File: src/rtl/bfx_pkg.sv
package bfx_pkg;
    localparam int unsigned XLEN     = 32;
    localparam int unsigned IDX_W    = 5;
    localparam int unsigned SHAMT_W  = $clog2(XLEN);
    localparam int unsigned WIDTH_W  = SHAMT_W + 1;

    localparam logic [31:0] CLASS_MASK  = 32'hFC00_C000;
    localparam logic [31:0] EXTRACT_PAT = 32'h6400_4000;
    localparam logic [31:0] INSERT_PAT  = 32'h6400_8000;

    typedef enum logic [1:0] {
        OP_NONE    = 2'd0,
        OP_EXTRACT = 2'd1,
        OP_INSERT  = 2'd2
    } bf_op_e;

    typedef struct packed {
        bf_op_e               op;
        logic [IDX_W-1:0]     rd;
        logic [SHAMT_W-1:0]   offset;
        logic [WIDTH_W-1:0]   width;
        logic                 legal;
    } bf_dec_t;

    typedef struct packed {
        logic [XLEN-1:0]  result;
        logic [IDX_W-1:0] rd;
        logic             we;
        logic             illegal;
    } bf_out_t;
endpackage

File: src/rtl/bfx_decode.sv
module bfx_decode
    import bfx_pkg::*;
(
    input  logic [31:0] instr,
    output bf_dec_t     dec
);
    logic [SHAMT_W-1:0] imm_hi;
    logic [SHAMT_W-1:0] imm_off;
    logic [WIDTH_W-1:0] span_sum;
    logic [WIDTH_W-1:0] ins_width;
    logic               is_ext;
    logic               is_ins;
    logic               unused_bits;

    assign imm_hi    = instr[10:6];
    assign imm_off   = instr[4:0];
    assign is_ext    = (instr & CLASS_MASK) == EXTRACT_PAT;
    assign is_ins    = (instr & CLASS_MASK) == INSERT_PAT;
    assign span_sum  = {1'b0, imm_hi} + {1'b0, imm_off};
    assign ins_width = {1'b0, imm_hi} - {1'b0, imm_off} + WIDTH_W'(1);
    assign unused_bits = ^{instr[20:16], instr[13:11], instr[5]};

    always_comb begin
        dec        = '0;
        dec.rd     = instr[25:21];
        dec.offset = imm_off;
        if (is_ext) begin
            dec.op    = OP_EXTRACT;
            dec.width = {1'b0, imm_hi};
            dec.legal = (imm_hi != '0) && (span_sum <= WIDTH_W'(XLEN));
        end else if (is_ins) begin
            dec.op    = OP_INSERT;
            dec.width = ins_width;
            dec.legal = imm_hi >= imm_off;
        end else begin
            dec.op    = OP_NONE;
            dec.legal = 1'b0;
        end
    end
endmodule

File: src/rtl/bfx_mask.sv
module bfx_mask
    import bfx_pkg::*;
(
    input  logic [WIDTH_W-1:0] width,
    input  logic [SHAMT_W-1:0] shift,
    output logic [XLEN-1:0]    mask
);
    logic [XLEN:0] low_ones;
    logic [XLEN:0] placed;
    logic          unused_top;

    assign low_ones   = ((XLEN+1)'(1) << width) - (XLEN+1)'(1);
    assign placed     = low_ones << shift;
    assign mask       = placed[XLEN-1:0];
    assign unused_top = placed[XLEN];
endmodule

File: src/rtl/bfx_datapath.sv
module bfx_datapath
    import bfx_pkg::*;
(
    input  bf_dec_t         dec,
    input  logic [XLEN-1:0] src,
    input  logic [XLEN-1:0] dst,
    output logic [XLEN-1:0] value
);
    logic [SHAMT_W-1:0] mask_shift;
    logic [XLEN-1:0]    mask;
    logic [XLEN-1:0]    src_down;
    logic [XLEN-1:0]    src_up;

    assign mask_shift = (dec.op == OP_INSERT) ? dec.offset : '0;

    bfx_mask u_mask (
        .width (dec.width),
        .shift (mask_shift),
        .mask  (mask)
    );

    assign src_down = src >> dec.offset;
    assign src_up   = src << dec.offset;

    always_comb begin
        unique case (dec.op)
            OP_EXTRACT: value = src_down & mask;
            OP_INSERT:  value = (dst & ~mask) | (src_up & mask);
            default:    value = '0;
        endcase
    end
endmodule

File: src/rtl/bitfield_xu.sv
module bitfield_xu
    import bfx_pkg::*;
(
    input  logic             clk,
    input  logic             rst,
    input  logic             in_valid,
    input  logic [31:0]      in_instr,
    input  logic [XLEN-1:0]  in_src,
    input  logic [XLEN-1:0]  in_dst,
    output logic [XLEN-1:0]  out_result,
    output logic [IDX_W-1:0] out_rd,
    output logic             out_we,
    output logic             out_illegal
);
    bf_dec_t         dec;
    logic [XLEN-1:0] dp_value;
    bf_out_t         st_d;
    bf_out_t         st_q;

    bfx_decode u_decode (
        .instr (in_instr),
        .dec   (dec)
    );

    bfx_datapath u_datapath (
        .dec   (dec),
        .src   (in_src),
        .dst   (in_dst),
        .value (dp_value)
    );

    always_comb begin
        st_d         = st_q;
        st_d.we      = 1'b0;
        st_d.illegal = 1'b0;
        if (in_valid) begin
            st_d.rd      = dec.rd;
            st_d.we      = dec.legal;
            st_d.illegal = ~dec.legal;
            st_d.result  = dec.legal ? dp_value : '0;
        end
    end

    always_ff @(posedge clk) begin
        if (rst) begin
            st_q <= '0;
        end else begin
            st_q <= st_d;
        end
    end

    assign out_result  = st_q.result;
    assign out_rd      = st_q.rd;
    assign out_we      = st_q.we;
    assign out_illegal = st_q.illegal;
endmodule

File: config.mk
export PLATFORM = sky130hd
export DESIGN_NAME = bitfield_xu
export DESIGN_NICKNAME = d
export VERILOG_FILES = /design/src/rtl/bfx_pkg.sv /design/src/rtl/bfx_decode.sv /design/src/rtl/bfx_mask.sv /design/src/rtl/bfx_datapath.sv /design/src/rtl/bitfield_xu.sv
export SDC_FILE = /design/constraint.sdc
export NUM_CORES = 1
export LEC_CHECK = 0
export ABC_AREA = 1
export CORE_MARGIN = 4
export CORE_UTILIZATION = 65
export CTS_CLUSTER_DIAMETER = 120
export DETAILED_ROUTE_END_ITERATION = 10
export DONT_BUFFER_PORTS = 1
export PLACE_DENSITY = 0.81
export REMOVE_ABC_BUFFERS = 1
export SYNTH_ARGS = -nofsm -noshare
export SYNTH_HDL_FRONTEND = slang
export SYNTH_SLANG_ARGS = --single-unit
File: constraint.sdc
create_clock -name clk -period 13.4 [get_ports clk]
set_input_delay 1.34 -clock clk [delete_from_list [all_inputs] [get_ports clk]]
set_output_delay 1.34 -clock clk [all_outputs]
set_load 0.05 [all_outputs]
==> impl_summary.txt <==
----------------------------------------------------
[Status]
  Run status ... finished clean

[Synth]
  Ranking of synthesized cells by instance count ... sky130_fd_sc_hd__nand2_1 (666), sky130_fd_sc_hd__nand3_1 (231), sky130_fd_sc_hd__nor2_1 (214)
  Prevailing post-synth register cell ... sky130_fd_sc_hd__dfxtp_1
  Dominant cells by area after synthesis ... sky130_fd_sc_hd__nand2_1 (28%), sky130_fd_sc_hd__nand3_1 (13%), sky130_fd_sc_hd__nor2_1 (8.9%), sky130_fd_sc_hd__dfxtp_1 (8.7%), sky130_fd_sc_hd__o21ai_0 (8.3%)
  Register bit total from synthesis ... 39
  Post-Syn Area per Cell ... around 5 um^2
  Number of warnings printed during yosys synthesis ... 0
  Cells after synthesis ... between 1,500 and 2,000
  Count of cell types in the netlist ... 48
  Netlist area before placement ... approximately 0.009 mm^2
  Fraction of the yosys area taken by sequential cells ... under 10%
  Most frequent cell after synthesis ... sky130_fd_sc_hd__nand2_1
  Fraction of post-synthesis cell area in the top cell type by area ... 27.75%
  Number of flops mapped to enable cells by yosys ... 0
  Cell taking the most area after synthesis ... sky130_fd_sc_hd__nand2_1
  FFs w/ async S/R, synth ... 0%

[Route]
  Drt total wl ... around 32,000 um
  DRT iter0 DRCs ... 1,949
  DR vias ... 11,870
  Detail-routed via count per cell ... 6.262
  Drt drc ... 0
  Post-detailed-route count of antenna-violating nets ... 0
  DRT Pass-1 Iters ... 8
  Routed wire per std cell ... between 15 and 20 um

[STA]
  Worst-case setup margin in the final layout ... just over 7000 ps
  Actual transition at the worst max-transition pin ... ~990 ps
  Worst Skew ... 0 ps
  Final count of pins violating max slew ... 0
  Final critical path time including I/O delays and setup ... just over 6000 ps
  Total of endpoints with negative setup slack in the final report ... 0
  Period utilization ... 46.28%
  Worst max-slew margin expressed relative to the limit ... approximately a third
  Maximum clock frequency ... about 0.16 GHz
  Final hold viol count ... 0
  RSZ-0062 raised after global routing ... no
  Sum of negative setup slack ... 0 ps

[Floorplan]
  Die boundary height ... 125.7 um
  Total I/O pin count ... ~140
  FP Rows ... 42
  Total Die Area ... around 0.016 mm^2
  Initial Utilization ... approximately 67%
  Width of the die ... about 130 um
  Area of the core ... around 0.013 mm^2

[Final layout]
  Post-layout instance count excluding filler cells ... between 1,500 and 2,000
  Share of final-layout standard cells stronger than drive strength 1 ... 6.461%
  Net total in the final layout ... about 1,800
  Relative area change from synthesis to final layout ... 0.5418%
  Fillers ... ~1,400

[Critical path]
  Crit. End Element ... flip-flop
  Maximum fanout along the worst path ... 74
  Crit path arrival time ... approximately 6400 ps
  Critical setup path kind ... in -> reg
  Critical path startpoint category ... input port
  Most frequent cell on the critical path ... sky130_fd_sc_hd__nand2_1
  CP required ... ~14,000 ps
  R2R Setup Slk ... about 12,000 ps
  Worst-path cell with the longest stage delay ... sky130_fd_sc_hd__buf_4
  Largest stage delay on the critical path ... about 500 ps

[Placement]
  Port Buffer Count ... 0
  Placer's final routability congestion estimate ... between 1 and 1.5
  Placed insts ... between 1,500 and 2,000
  Minimum setup slack after placement ... slightly above 7000 ps
  Post-detail-place hpwl ... 24,800 um

[GRT]
  Maximum number of pins on one net before global-route repair ... 75
  Number of global-route vias before repair ... between 10,000 and 15,000
  Routing layer with the top usage in global route ... met2
  GRT overflow ... 0
  Global router's overall resource usage ... between 30 and 40%
  M3 GR Usage ... slightly above 9%
  Global-route met2 utilization ... 60.13%
  Fraction of met1 tracks used by global routing ... 52.52%
  First-pass GRT wire length ... about 51,000 um
  Number of antenna violations at the first check in global routing ... 0

[Clock network]
  Worst-Skew Late Latency ... around 290 ps
  CTS H-tree depth ... 2
  Hold bufs inserted after CTS ... 0
  Clock-pin slew on the worst setup and hold paths ... approximately 60 ps
  TritonCTS clock tree ... built
  Count of clock tree sinks ... 39
  Clock tree root driver cell ... sky130_fd_sc_hd__clkbuf_16
  Number of setup buffers added after CTS ... 0
  Post-CTS Resized ... 0
  Number of buffers created by CTS ... 5
  Clk buf depth ... 2

[Power and ir drop]
  Worst-case vdd ir drop ... about 37 uV
  Total power density per cell area ... 45.68 mW/mm^2
  Leakage power ... 0.004560 uW

[Hold path]
  HP Class ... reg -> reg

[Run]
  Max cap viols ... 0

----------------------------------------------------
==> through the flow <==
stage | hold WS [ps] | utilization [%] | instance area (um^2) | total power (uW)
floorplan | 676.5 | - | 8566 | 232.6
global placement | 682.2 | 66.30 | 8885 | 263.9
detailed placement | 689.5 | 66.30 | 8885 | 267.4
CTS | 697.6 | 67.56 | 9054 | 408.9
global route | 713.6 | 67.56 | 9054 | 437.7
finish | 697.3 | 67.58 | 9056 | 413.7
==> kinds of logic after synthesis <==
group,after synthesis,share of synthesized area [%]
fa+ha+maj,21,3.167
simple gates,1222,59.44
compound gates,282,17.16
flops,39,8.668
xor+xnor,6,0.6669
mux,9,1.000
buf+inv,220,9.904
==> per-layer routing <==
metal	routed length (um)	vias to the layer above
met5	0	-
met2	13530	780
met4	1201	0
met1	12850	5266
li1	-	5721
met3	4391	99
==> registers in the layout, summed over array words and instances, names as in the netlist <==
register / flops
out_rd: 5
out_illegal: 1
out_we: 1
out_result: 32
==> path summary, 6_finish.rpt <==
path | end | startpoint | cells past startpoint
max | out_result[24] | in_instr[1] | 33
min | out_rd[4] | out_rd[4] | 2
max reg2reg | out_result[13] | out_result[13] | 2
min reg2reg | out_rd[4] | out_rd[4] | 2
==> critical path: cells and delay by family <==
family	cells	cell delay [ps]
simple gates	21	2310
fa+ha+maj	4	1160
buf+inv	6	950
compound gates	1	350
xor+xnor	1	270
==> cell usage in the layout (no fill, tap or decap), types with 2 or more instances in the layout <==
| cell type | Yosys | layout |
|---|---|---|
| sky130_fd_sc_hd__a21boi_0 | 2 | 2 |
| sky130_fd_sc_hd__o21ai_0 | 149 | 149 |
| sky130_fd_sc_hd__a32o_1 | 10 | 10 |
| sky130_fd_sc_hd__o21ai_1 | 40 | 40 |
| sky130_fd_sc_hd__clkbuf_16 | 0 | 5 |
| sky130_fd_sc_hd__xnor2_1 | 2 | 2 |
| sky130_fd_sc_hd__nand3_4 | 2 | 2 |
| sky130_fd_sc_hd__nand2_2 | 13 | 13 |
| sky130_fd_sc_hd__or2_2 | 3 | 3 |
| sky130_fd_sc_hd__mux2i_1 | 9 | 9 |
| sky130_fd_sc_hd__a22o_1 | 2 | 2 |
| sky130_fd_sc_hd__o21bai_1 | 3 | 3 |
| sky130_fd_sc_hd__ha_1 | 18 | 18 |
| sky130_fd_sc_hd__nor3_1 | 13 | 13 |
| sky130_fd_sc_hd__buf_4 | 3 | 11 |
| sky130_fd_sc_hd__inv_1 | 97 | 97 |
| sky130_fd_sc_hd__fa_1 | 3 | 3 |
| sky130_fd_sc_hd__dfxtp_1 | 39 | 39 |
| sky130_fd_sc_hd__nand4_1 | 22 | 22 |
| sky130_fd_sc_hd__nor2_1 | 214 | 209 |
| sky130_fd_sc_hd__nor2_8 | 3 | 3 |
| sky130_fd_sc_hd__xor2_1 | 3 | 3 |
| sky130_fd_sc_hd__a21oi_1 | 47 | 46 |
| sky130_fd_sc_hd__nand3b_1 | 12 | 12 |
| sky130_fd_sc_hd__nand3_2 | 14 | 14 |
| sky130_fd_sc_hd__nor2_4 | 7 | 7 |
| sky130_fd_sc_hd__o22ai_1 | 7 | 7 |
| sky130_fd_sc_hd__a31oi_1 | 2 | 2 |
| sky130_fd_sc_hd__nand2_4 | 7 | 7 |
| sky130_fd_sc_hd__nand3_1 | 231 | 231 |
| sky130_fd_sc_hd__nand2_1 | 666 | 666 |
| sky130_fd_sc_hd__inv_2 | 22 | 22 |
| sky130_fd_sc_hd__o211ai_1 | 14 | 14 |
| sky130_fd_sc_hd__nor2_2 | 12 | 17 |
==> where the power goes <==
part           leakage (uW)  internal [uW]  total [uW]  switching, uW
sequential         0.000315            117         121           4.31
clock             0.0000838           88.0         143           55.2
combinational       0.00416           47.0         149            102
==> final cells by class <==
cell class | instances | area [um^2] | area share, %
inverters | 120 | 450.4 | 4.974
repair buffers | 11 | 82.58 | 0.9119
diodes | 1 | 2.502 | 0.02763
clock buffers | 5 | 125.1 | 1.382
well taps | 176 | 220.2 | 2.432
flip-flops and latches | 39 | 780.7 | 8.621
multi-input cells | 1540 | 7351 | 81.17
clock inverters | 3 | 43.79 | 0.4836
No activity file was read; power rests on OpenSTA's default activity.
